**src/rtl/wdt_pkg.sv**
```systemverilog
package wdt_pkg;

    typedef enum logic [1:0] {
        WS_STOPPED = 2'd0,
        WS_FIRST   = 2'd1,
        WS_SECOND  = 2'd2
    } wdt_state_e;

    typedef struct packed {
        logic load;
        logic pick_two;
        logic halt;
        logic fire_int;
        logic fire_rst;
    } wdt_act_t;

    function automatic logic [63:0] scale_ticks(input logic [31:0] pre,
                                                input logic        fast,
                                                input int unsigned sh_fast,
                                                input int unsigned sh_slow);
        logic [63:0] wide;
        wide = {32'd0, pre};
        return fast ? (wide << sh_fast) : (wide << sh_slow);
    endfunction

endpackage

```
**src/rtl/wdt_counter.sv**
```systemverilog
module wdt_counter
    import wdt_pkg::*;
#(
    parameter int PRE_W   = 20,
    parameter int SH_FAST = 5,
    parameter int SH_SLOW = 15,
    parameter int CNT_W   = PRE_W + SH_SLOW
) (
    input  logic             clk,
    input  logic             rst,
    input  wdt_act_t         act,
    input  logic             live,
    input  logic             fast,
    input  logic [PRE_W-1:0] pre_one,
    input  logic [PRE_W-1:0] pre_two,
    output logic             expire
);
    localparam logic [CNT_W-1:0] ONE = CNT_W'(1);

    logic [CNT_W-1:0] cnt;
    logic [PRE_W-1:0] pre_sel;
    logic [CNT_W-1:0] load_val;

    always_comb begin
        pre_sel  = act.pick_two ? pre_two : pre_one;
        load_val = CNT_W'(scale_ticks(32'(pre_sel), fast, SH_FAST, SH_SLOW));
    end

    always_ff @(posedge clk) begin
        if (rst)
            cnt <= '0;
        else if (act.halt)
            cnt <= '0;
        else if (act.load)
            cnt <= load_val;
        else if (live && cnt != '0)
            cnt <= cnt - ONE;
    end

    assign expire = live && (cnt <= ONE);

    // a free-running stage loses exactly one tick per cycle
    a_r2_step_down: assert property (@(posedge clk) disable iff (rst)
        (live && !act.load && !act.halt && cnt > ONE) |=> (cnt == $past(cnt) - ONE));

endmodule

```
**src/rtl/wdt_ctrl.sv**
```systemverilog
module wdt_ctrl
    import wdt_pkg::*;
(
    input  logic     clk,
    input  logic     rst,
    input  logic     en,
    input  logic     kick,
    input  logic     free_run,
    input  logic     reboot_en,
    input  logic     int_smi,
    input  logic     expire,
    output wdt_act_t act,
    output logic     live,
    output logic     in_two,
    output logic     irq_o,
    output logic     smi_o,
    output logic     rst_req_o
);
    wdt_state_e state, state_d;
    logic       en_q;
    logic       start;

    assign start = en && (!en_q || kick);

    always_comb begin
        act     = '0;
        state_d = state;
        if (!en) begin
            act.halt = 1'b1;
            state_d  = WS_STOPPED;
        end else if (start) begin
            act.load = 1'b1;
            state_d  = WS_FIRST;
        end else if (expire) begin
            case (state)
                WS_FIRST: begin
                    act.load     = 1'b1;
                    act.pick_two = 1'b1;
                    act.fire_int = 1'b1;
                    state_d      = WS_SECOND;
                end
                WS_SECOND: begin
                    if (reboot_en) begin
                        act.fire_rst = 1'b1;
                        act.halt     = 1'b1;
                        state_d      = WS_STOPPED;
                    end else if (free_run) begin
                        act.load = 1'b1;
                        state_d  = WS_FIRST;
                    end else begin
                        act.halt = 1'b1;
                        state_d  = WS_STOPPED;
                    end
                end
                default: ;
            endcase
        end
    end

    always_ff @(posedge clk) begin
        if (rst) begin
            state     <= WS_STOPPED;
            en_q      <= 1'b0;
            irq_o     <= 1'b0;
            smi_o     <= 1'b0;
            rst_req_o <= 1'b0;
        end else begin
            state     <= state_d;
            en_q      <= en;
            irq_o     <= act.fire_int && !int_smi;
            smi_o     <= act.fire_int && int_smi;
            rst_req_o <= act.fire_rst;
        end
    end

    assign live   = (state != WS_STOPPED);
    assign in_two = (state == WS_SECOND);

    // only one interrupt line per expiry, one cycle wide, and stage two follows
    a_r3_one_line: assert property (@(posedge clk) disable iff (rst) !(irq_o && smi_o));
    a_r3_irq_single: assert property (@(posedge clk) disable iff (rst) irq_o |=> !irq_o);
    a_r3_smi_single: assert property (@(posedge clk) disable iff (rst) smi_o |=> !smi_o);
    a_r3_enter_two: assert property (@(posedge clk) disable iff (rst)
        (irq_o || smi_o) |-> (state == WS_SECOND));
    // reset request is one cycle and leaves the core stopped
    a_r4_req_single: assert property (@(posedge clk) disable iff (rst) rst_req_o |=> !rst_req_o);
    a_r4_req_stops: assert property (@(posedge clk) disable iff (rst)
        rst_req_o |-> (state == WS_STOPPED));
    // disabling halts on the next edge
    a_r9_halt: assert property (@(posedge clk) disable iff (rst) !en |=> (state == WS_STOPPED));
    // with enable low nothing fires, kick or not
    a_r8_quiet: assert property (@(posedge clk) disable iff (rst)
        !en |=> !(irq_o || smi_o || rst_req_o));

endmodule

```
**src/rtl/wdt_flag.sv**
```systemverilog
module wdt_flag (
    input  logic clk,
    input  logic por,
    input  logic set,
    input  logic clr,
    output logic flag
);
    always_ff @(posedge clk) begin
        if (por)
            flag <= 1'b0;
        else if (set)
            flag <= 1'b1;
        else if (clr)
            flag <= 1'b0;
    end

    // the flag only falls on a clear command
    a_r11_sticky: assert property (@(posedge clk) disable iff (por)
        (flag && !clr) |=> flag);

endmodule

```
**src/rtl/wdt_two_stage.sv**
```systemverilog
module wdt_two_stage
    import wdt_pkg::*;
#(
    parameter int PRE_W   = 20,
    parameter int SH_FAST = 5,
    parameter int SH_SLOW = 15
) (
    input  logic             clk,
    input  logic             rst,
    input  logic             rst_por,
    input  logic             wd_enable,
    input  logic             free_run,
    input  logic             reboot_en,
    input  logic             scale_fast,
    input  logic             int_to_smi,
    input  logic [PRE_W-1:0] preload_one,
    input  logic [PRE_W-1:0] preload_two,
    input  logic             kick,
    input  logic             flag_clear,
    output logic             irq_pulse,
    output logic             smi_pulse,
    output logic             reset_req,
    output logic             prev_reboot,
    output logic             running,
    output logic             stage_two
);
    localparam int CNT_W = PRE_W + SH_SLOW;

    logic     core_rst;
    logic     expire;
    wdt_act_t act;

    assign core_rst = rst || rst_por;

    wdt_ctrl u_ctrl (
        .clk       (clk),
        .rst       (core_rst),
        .en        (wd_enable),
        .kick      (kick),
        .free_run  (free_run),
        .reboot_en (reboot_en),
        .int_smi   (int_to_smi),
        .expire    (expire),
        .act       (act),
        .live      (running),
        .in_two    (stage_two),
        .irq_o     (irq_pulse),
        .smi_o     (smi_pulse),
        .rst_req_o (reset_req)
    );

    wdt_counter #(
        .PRE_W   (PRE_W),
        .SH_FAST (SH_FAST),
        .SH_SLOW (SH_SLOW),
        .CNT_W   (CNT_W)
    ) u_cnt (
        .clk     (clk),
        .rst     (core_rst),
        .act     (act),
        .live    (running),
        .fast    (scale_fast),
        .pre_one (preload_one),
        .pre_two (preload_two),
        .expire  (expire)
    );

    wdt_flag u_flag (
        .clk  (clk),
        .por  (rst_por),
        .set  (act.fire_rst),
        .clr  (flag_clear),
        .flag (prev_reboot)
    );

    // every reset request is accompanied by the flag
    a_r4_flag_with_req: assert property (@(posedge clk) disable iff (core_rst)
        reset_req |-> prev_reboot);

endmodule

```
**config.mk**
```make
export PLATFORM = sky130hd
export DESIGN_NAME = wdt_two_stage
export DESIGN_NICKNAME = d
export VERILOG_FILES = /design/src/rtl/wdt_pkg.sv /design/src/rtl/wdt_counter.sv /design/src/rtl/wdt_ctrl.sv /design/src/rtl/wdt_flag.sv /design/src/rtl/wdt_two_stage.sv
export SDC_FILE = /design/constraint.sdc
export NUM_CORES = 1
export LEC_CHECK = 0
export BUFFER_PORTS_ARGS = -buffer_cell sky130_fd_sc_hd__buf_2
export CELL_PAD_IN_SITES_DETAIL_PLACEMENT = 1
export CELL_PAD_IN_SITES_GLOBAL_PLACEMENT = 2
export CORE_AREA = 2 2 74 129
export DETAILED_ROUTE_END_ITERATION = 12
export DIE_AREA = 0 0 76 131
export PLACE_DENSITY_LB_ADDON = 0.3
export SKIP_CTS_REPAIR_TIMING = 1
export SLEW_MARGIN = 40
export SYNTH_ARGS = -nofsm -noshare
export SYNTH_HDL_FRONTEND = slang
export SYNTH_SLANG_ARGS = --single-unit
```
**constraint.sdc**
```tcl
create_clock -name clk -period 2.7 [get_ports clk]
set_input_delay 0.405 -clock clk [delete_from_list [all_inputs] [get_ports clk]]
set_output_delay 0.405 -clock clk [all_outputs]
set_load 0.02 [all_outputs]
```
* Yosys cells after proc, flatten, opt, wreduce, memory -nomap -nowiden
Cells that the tools add are included. Widths: inputs -> output; s select.
Operators by class: reductions and logical operators 21, magnitude comparators 1, bitwise operators 1, muxes and demuxes 26, equal/unequal tests 2, add/sub/neg operators 1
Operator list (count):
- $mux 35 | 3
- $le 35x1->1 const B | 1
- $reduce_bool 35->1 | 1
- $sub 35x1->35 const B | 1
- $mux 20 | 1
- $mux 1 | 16
- $reduce_bool 2->1 | 5
- $logic_and 1x1->1 | 5
- $mux 5 | 1
- $mux 2 | 2
- $mux 4 | 1
- $pmux 2 s2 | 1
- $reduce_and 2->1 | 2
- $reduce_or 2->1 | 2
- $reduce_bool 3->1 | 1
- $reduce_or 3->1 | 1
- $eq 2x1->1 const B | 1
- $eq 2x2->1 const B | 1
- $logic_not 1->1 | 2
- $logic_or 1x1->1 | 2
- $pmux 1 s2 | 1
- $not 1->1 | 1
Word-level totals: output and inout port bits 6, bits in registers 42

* Longest topological paths before layout
Gate-level depths: netlist (run 1).
depth in word-level cells 9, mapped depth 11

* Cells and area by module
Synthesis (run 1) repeated with hierarchy kept, for this count alone.
Unflattened totals: cells, all modules 340, area total of the unflattened synthesis 2899.0 µm²
By module, submodules not included:
- wdt_counter | cells each 296, area each 2494.9 µm², instances 1
- wdt_ctrl | cells each 39, area each 359.1 µm², instances 1
- wdt_flag | cells each 4, area each 38.8 µm², instances 1
- wdt_two_stage | cells each 1, area each 6.3 µm², instances 1

* Worst setup path before layout (run 1)
Ideal clock, no wire load.
kind reg2reg, from reg u_ctrl.state[0], to reg u_cnt.cnt[22], arrival time 2.243 ns, clock period less this slack 2.313 ns, setup slack 0.387 ns, setup time 0.070 ns, required time 2.630 ns, buffers on the path 2, cell stages (with the launch flop) 11, cells stage by stage dfxtp_1 inv_1 ha_1 and3b_1 o211ai_1 nor4_1 nor3_1 nand3_1 buf_2 buf_2 o2bb2ai_1
On the way: elaborated cells between the ends (all ways) 18, those cells by class 2 x eq/ne; 11 x mux; 5 x reduce/logical
RTL lines:
- start, declared | RTL line wdt_ctrl.sv:19 | wdt_state_e state, state_d;
- start signal, assigned | RTL line wdt_ctrl.sv:68 | state <= state_d;
- $eq 2x2->1 *
- named net stage_two | RTL line wdt_two_stage.sv:25 | output logic stage_two
- $pmux 1 s2 / $mux 1 (equally long branches) | RTL line wdt_ctrl.sv:35 | case (state)
- $mux 5 * | RTL line wdt_ctrl.sv:34 | end else if (expire) begin
- $mux 1 / $mux 4 (equally long branches) | RTL line wdt_ctrl.sv:31 | end else if (start) begin
- $mux 2 / $mux 1 (equally long branches) | RTL line wdt_ctrl.sv:28 | if (!en) begin
- $mux 35 (tied with other cells) | RTL line wdt_counter.sv:34 | else if (act.load)
- end signal, assigned | RTL line wdt_counter.sv:35 | cnt <= load_val;
- end signal, assigned | RTL line wdt_counter.sv:37 | cnt <= cnt - ONE;
- end, declared | RTL line wdt_counter.sv:20 | logic [CNT_W-1:0] cnt;
The timed path passes the listed nets; every way through them passes the cells marked *. A chain may end at the register's enable or synchronous reset.

* Worst setup path in the final report (run 1)
from reg u_cnt.cnt[0], to reg u_cnt.cnt[9]
On the way: cells in the longest elaborated chain, start to end 8, elaborated cells between the ends (all ways) 16, those cells by class 1 x add/sub; 1 x order compare; 9 x mux; 5 x reduce/logical
Ends and longest elaborated chain:
- $le 35x1->1 | RTL line wdt_counter.sv:40 | assign expire = live && (cnt <= ONE);
- $logic_and 1x1->1 | RTL line wdt_counter.sv:40
- $mux 5 | RTL line wdt_ctrl.sv:34
- $mux 4 | RTL line wdt_ctrl.sv:31
- $mux 2 | RTL line wdt_ctrl.sv:28
- $mux 20 | RTL line wdt_counter.sv:25 | pre_sel = act.pick_two ? pre_two : pre_one;
- $mux 35 | RTL line wdt_pkg.sv:23 | return fast ? (wide << sh_fast) : (wide << sh_slow);
- $mux 35 | RTL line wdt_counter.sv:34
Several ways; a longest one is shown, not always the timed one. The select of a mux whose other input is x is not followed.

==> impl_metrics.yaml, run 1 <==
status:
  outcome: "finished, final reports clean"
critical_path:
  crit_path_start_kind: "flop"
  worst-path-max-fanout: 23
  wp_data_required_ps: 2880
  timing.critical_path.to_type: "flop"
  rr_startpoint: "u_cnt.cnt[0]$_SDFFE_PP0P_"
  criticalPathCategory: "reg -> reg"
  arrival_ps: 2750
  r2r_cells: 9
  r2r_setup_slk_ps: 130
  timing.rr.end: "u_cnt.cnt[9]$_SDFFE_PP0P_"
cts:
  cts_made_buffers: 5
  htreeDepth: 2
  clock_insertion_delay_worst_skew_ps: 290
  clk_pin_slew_ps: 70
  clock-root-buffer: "clkbuf_16"
  cts_tree: "done"
  numClockSinks: 42
  cts-root-to-sink-buffers: 2
synthesis:
  asyncSetResetFlopFracSynth_pct: 0
  netlist_area_sq_mm: 0.00298
  syn_avg_cell_area_sq_um: 9.09
  mappedNetlistNets: 384
  ys_flop_type: "dfxtp_1"
  seq_area_frac_synth_pct: 28.2
  synth.lib_cells_used.distinct: 63
  synthTopCellsByArea: "dfxtp_1, mux2i_1, xnor2_1, nor2_1, nor4_4"
  synth_warnings: 0
  synth_top_cell_area_share_pct: 28.2
  synth_edf_count: 0
  synthCells: 328
  synth.ff_latch_count: 42
  netlist.top_cell.by_area: "dfxtp_1"
  post-synth-top-count-cell: "dfxtp_1"
  yosys-top-cells-count: "dfxtp_1, nor2_1, mux2i_1"
hold_path:
  hold_depth: 2
  holdCritPathClass: "in -> reg"
  timing.hold.worst_endpoint: "u_ctrl.irq_o$_SDFF_PP0_"
  worst_hold_startpoint: "int_to_smi"
routing:
  post_drt_wl_per_cell_microns: 20.0
  wirelength_mm: 10.6
  per_cell_via_count_in_the_routed_design: 5.61
  dr_vias: 2981
  drt_pre_antenna_iters: 4
  drc: 0
  ant_nets: 0
  drt_iter0_markers: 98
sta:
  max_clock_freq_mhz: 389
  final_max_slew_viol_count: 0
  rsz0062_at_grt: "no"
  maxSlewHeadroom_pct: 65.7
  final_min_period_over_clock_period_pct: 95.1
  setup_viol_count_final: 0
  finalCriticalPeriod_ps: 2570
  fin_skew_ps: 3.64
  timing_hold_violations_final: 0
  whs_ps: 280
  post_route_setup_tns_ps: 0
  worst_pin_slew_ps: 514
final_layout:
  area_growth_pct: 27.1
  post_layout_nonfiller_instances: 531
  antenna_cells: 0
  n_fill_cell: 1087
  final_layout_size_suffix_gt1_share_pct: 31.4
  final_util_pct: 42.5
  postLayoutCellArea_sq_mm: 0.00379
  fin_nets: 466
die:
  fp.dieH_microns: 131
  area_of_the_die_sq_mm: 0.00996
  core-area_sq_mm: 0.00892
  floorplan.rows: 46
  floorplan.io_pins: 56
  chipWidth_microns: 76
  start_util_pct: 33.4
global_route:
  pin_count_of_the_biggest_net_entering_global_routing: 24
  grt.total_usage_pct: 22.0
  grt.overflow.total: 0
  antenna_violations_before_repair: 0
  grt_first_pass_wirelength_mm: 16.9
  grt_pass1_vias: 3118
power:
  intPower_mw: 1.24
  power_leakage_nw: 1.66
  worst_ir_drop_vdd_uv: 339
  pwr-share-comb_pct: 22.0
  clock_power_share_pct: 40.9
  net-switching-power_mw: 0.504
  power_switching_share_pct: 29.0
  power.density_mw_per_mm2: 460
  sequentialPowerShare_pct: 37.1
placed_design:
  placed_cell_area_sq_mm: 0.00361
  hpwl_mm: 8.59
  placement.io_buffers: 55
  dp.cells: 523
  finalWeightedCongestion: 0.873
flow_run:
  max_cap_violations: 0
==> layer usage <==
metal | part of all wire [%] | wire, microns | GRT usage [%] | vias to the layer above
met1 | 37 | 3960 | 23.1 | 1468
met3 | 3.3 | 348 | 2.61 | 26
met4 | 5.4 | 574 | 12.7 | 0
li1 | - | - | - | 1412
met5 | 0 | 0 | 0 | -
met2 | 54 | 5750 | 42.3 | 75
==> cell type report <==
cell class | instances | area [sq um] | area share (%)
Clock buffer | 5 | 125 | 3.30
Tap cell | 120 | 150 | 3.96
Clock inverter | 3 | 43.8 | 1.16
Sequential cell | 42 | 841 | 22.2
Timing Repair Buffer | 90 | 563 | 14.9
Inverter | 10 | 37.5 | 0.990
Multi-Input combinational cell | 261 | 2030 | 53.5
==> worst max-delay path by stage <==
stage	startpoint	cells after the start	slack, ps	end
after floorplan	u_ctrl.state[0]$_SDFFE_PP0P_	10	390	u_cnt.cnt[22]$_SDFFE_PP0P_
after global placement	u_cnt.cnt[13]$_SDFFE_PP0P_	9	40	u_cnt.cnt[9]$_SDFFE_PP0P_
after detailed placement	u_cnt.cnt[13]$_SDFFE_PP0P_	9	80	u_cnt.cnt[9]$_SDFFE_PP0P_
after CTS	u_cnt.cnt[13]$_SDFFE_PP0P_	9	60	u_cnt.cnt[9]$_SDFFE_PP0P_
after global routing	u_ctrl.state[0]$_SDFFE_PP0P_	11	8	u_cnt.cnt[9]$_SDFFE_PP0P_
final	u_cnt.cnt[0]$_SDFFE_PP0P_	9	130	u_cnt.cnt[9]$_SDFFE_PP0P_
==> power groups by stage <==
| stage | sequential, mW | clock, mW | combinational [mW] |
|---|---|---|---|
| 2_1_floorplan | 0.656 | 0 | 0.220 |
| 5_1_grt | 0.648 | 0.747 | 0.416 |
| 3_3_place_gp | 0.660 | 0 | 0.379 |
| 4_1_cts | 0.646 | 0.731 | 0.384 |
| 6_report | 0.647 | 0.713 | 0.383 |
| 3_5_place_dp | 0.661 | 0 | 0.382 |
==> placed cells by master (no fill, tap or decap), drive strengths merged, types with 6 or more instances in the layout <==
master and count:
a211oi 6, a21oi 6, and3b 7, buf 90
dfxtp 42, ha 6, inv 11, mux2i 22
nand2 17, nand2b 6, nand3 13, nand4 10
nor2 33, nor3 18, nor4 14, o22ai 12
xnor2 15, xor2 9
==> through the flow <==
step           power (mW)  setup slack, ps
3_5_place_dp         1.04             82.1
3_3_place_gp         1.04             42.9
4_1_cts              1.76             55.2
6_report             1.74              131
5_1_grt              1.81             7.87
2_1_floorplan       0.877              387
==> kinds of logic (layout without fill, tap and decap cells) <==
logic type,count (synthesis),after routing,synth area share (%)
flops,42,42,28.2
xor+xnor,24,24,7.05
mux,31,31,12.7
fa+ha+maj,6,6,2.52
simple gates,137,137,28.2
buf+inv,25,108,4.24
compound gates,63,63,17.2
==> critical path: stages (launching register included) <==
cell	delay (ps)
dfxtp_1	360
nor4_2	470
nand4_1	250
nor2_2	210
a32oi_4	100
buf_12	210
mux2i_2	300
buf_4	170
and3b_1	160
o22a_1	200
==> registers in the layout (all words and copies together) (netlist names) <==
name              cells
u_cnt.cnt            35
u_ctrl.state          2
u_ctrl.en_q           1
u_ctrl.irq_o          1
u_ctrl.rst_req_o      1
u_ctrl.smi_o          1
u_flag.flag           1
No activity file was read; power rests on OpenSTA's default activity.
==> inputs of run 2 (changes only) <==
Settings changed: SYNTH_HIERARCHICAL set to 1.
==> impl_metrics.yaml, run 2 <==
critical_path:
  criticalPathCategory: "reg -> reg"
  critical_path.cell_chain: "or3_4 -> nor4_4 -> nand4_1 -> o21ai_1 -> and3_4 -> nand3_2 -> or2_4 -> clkinv_4 -> buf_12 -> buf_12 -> mux4_2 -> o221a_2"
  r2r_cells: 12
  critical_path.startpoint: "u_cnt/cnt[15]$_SDFFE_PP0P_"
  crit_path_start_kind: "flop"
  timing.critical_path.to_type: "flop"
  r2r_setup_slk_ps: -380
  arrival_ps: 3270
  critical-path-slowest-cell: "mux4_2"
  critPathMostFrequentCell: "buf_12"
  timing.rr.end: "u_cnt/cnt[20]$_SDFFE_PP0P_"
  rr_startpoint: "u_cnt/cnt[15]$_SDFFE_PP0P_"
  worst-path-max-fanout: 8
  critPathMaxStageDelay_ps: 490
  wp_data_required_ps: 2890
synthesis:
  synth_edf_count: 0
  synth.lib_cells_used.distinct: 59
  mappedNetlistNets: 396
  synthCells: 340
  asyncSetResetFlopFracSynth_pct: 0
  ys_flop_type: "dfxtp_1"
  synth_warnings: 6
  seq_area_frac_synth_pct: 29.0
  netlist_area_sq_mm: 0.00290
  syn_avg_cell_area_sq_um: 8.53
  netlist.top_cell.by_area: "dfxtp_1"
  post-synth-top-count-cell: "dfxtp_1"
  synthTopCellsByArea: "dfxtp_1, mux2i_1, mux4_2, nand2_1, nor2_1"
  synth.ff_latch_count: 42
  synth_top_cell_area_share_pct: 29.0
  yosys-top-cells-count: "dfxtp_1, nand2_1, nor2_1"
cts:
  htreeDepth: 2
  clock-root-buffer: "clkbuf_16"
  clock_insertion_delay_worst_skew_ps: 300
  cts-root-to-sink-buffers: 2
  cts_tree: "done"
  numClockSinks: 42
  clk_pin_slew_ps: 60
  cts_made_buffers: 5
routing:
  drc: 0
  per_cell_via_count_in_the_routed_design: 5.79
  ant_nets: 0
  post_drt_wl_per_cell_microns: 22.4
  dr_vias: 3560
  drt_iter0_markers: 236
  wirelength_mm: 13.7
  drt_pre_antenna_iters: 4
placed_design:
  finalWeightedCongestion: 0.883
  dp.cells: 586
  detailedPlace.worstSlack_ps: -479
  placement.io_buffers: 55
  hpwl_mm: 10.0
  placed_cell_area_sq_mm: 0.00398
sta:
  rsz0062_at_grt: "yes"
  setup_viol_count_final: 35
  final_min_period_over_clock_period_pct: 114
  final.setup.worst_slack_ps: -379
  fin_skew_ps: 4.27
  timing_hold_violations_final: 0
  finalCriticalPeriod_ps: 3080
  post_route_setup_tns_ps: -7680
  worst_pin_slew_ps: 529
  maxSlewHeadroom_pct: 64.4
  final_max_slew_viol_count: 0
  max_clock_freq_mhz: 325
flow_run:
  max_cap_violations: 0
final_layout:
  fin_nets: 550
  area_growth_pct: 61.5
  postLayoutCellArea_sq_mm: 0.00468
  largest_register_ff_count: 35
  antenna_cells: 0
  n_fill_cell: 1081
  post_layout_nonfiller_instances: 615
  mostFrequentLayoutCell: "buf_4"
  reg.largest.list: "u_cnt/cnt (35), u_ctrl/state (2)"
  top_register: "u_cnt/cnt"
  most-common-layout-cells: "buf_4, buf_2, dfxtp_1"
  final_layout_size_suffix_gt1_share_pct: 50.5
hold_path:
  hold_depth: 2
  worst_hold_startpoint: "rst_por"
  holdCritPathClass: "in -> reg"
  timing.hold.worst_endpoint: "u_flag/flag$_SDFFE_PP0P_"
power:
  power.density_mw_per_mm2: 436
  power_leakage_nw: 1.95
  worst_ir_drop_vdd_uv: 263
  total_power_mw: 2.04
global_route:
  grt_first_pass_wirelength_mm: 19.4
  pin_count_of_the_biggest_net_entering_global_routing: 15
  grt.total_usage_pct: 25.5
  grt_pass1_vias: 3738
  grt.overflow.total: 0
  antenna_violations_before_repair: 0
status:
  failed_checks: "setup timing"
  outcome: "finished with violations"
die:
  fp.dieH_microns: 131
  area_of_the_die_sq_mm: 0.00996
  core-area_sq_mm: 0.00892
  floorplan.io_pins: 56
  floorplan.rows: 46
  start_util_pct: 32.5
  chipWidth_microns: 76
-- run 2: layout make-up --
cell class / instances / area [sq um] / area share, %
multi-input combinational: 271 / 2240 / 47.9
timing repair buffer: 164 / 1240 / 26.5
sequential: 42 / 843 / 18.0
tap: 120 / 150 / 3.21
clock buffer: 7 / 133 / 2.83
inverter: 10 / 45.0 / 0.962
clock inverter: 1 / 30.0 / 0.641
-- run 2: cell families (layout without fill, tap and decap cells) --
logic type                 Yosys count  count (layout)  share of synthesized area, %
and+or+nand+nor                    136             136                          25.4
AOI/OAI and AO/OA                   91              91                          22.2
DFF                                 42              42                          29.0
muxes                               31              31                          14.3
buffers and inverters               27             182                          4.36
xor gates and xnor gates             7               7                          2.11
adders and majority gates            6               6                          2.59
-- run 2: power by group --
group	total, mW	internal [mW]	switching, mW
sequential	0.643	0.633	0.00981
combinational	0.694	0.314	0.380
clock	0.705	0.438	0.267
-- run 2: metrics by stage --
step	hold WS (ps)	util, %
finish	270	52.5
global route	274	52.5
CTS	274	46.5
detailed placement	472	44.7
global placement	462	44.7
floorplan	438	-
-- run 2: how the worst max path moves through the flow --
stage / to / slack (ps) / cells past startpoint
6_report: u_cnt/cnt[20]$_SDFFE_PP0P_ / -380 / 12
5_1_grt: u_cnt/cnt[15]$_SDFFE_PP0P_ / -550 / 15
4_1_cts: u_cnt/cnt[32]$_SDFFE_PP0P_ / -500 / 15
3_5_place_dp: u_cnt/cnt[15]$_SDFFE_PP0P_ / -480 / 15
3_3_place_gp: u_cnt/cnt[15]$_SDFFE_PP0P_ / -410 / 15
2_1_floorplan: u_cnt/cnt[21]$_SDFFE_PP0P_ / -530 / 15
-- run 2: layer usage --
layer,wire [microns],up-vias,track usage (%)
met5,0,-,0
met4,851,0,16.4
met3,490,58,2.95
met2,7720,124,52.6
met1,4690,1748,23.4
li1,-,1630,-
-- run 2: worst max-delay path, delay by kind of cell, from the launching register on --
| family | cells | cell delay (ps) |
|---|---|---|
| buf+inv | 3 | 320 |
| simple gates | 6 | 1370 |
| flops | 1 | 330 |
| compound gates | 2 | 440 |
| mux | 1 | 490 |
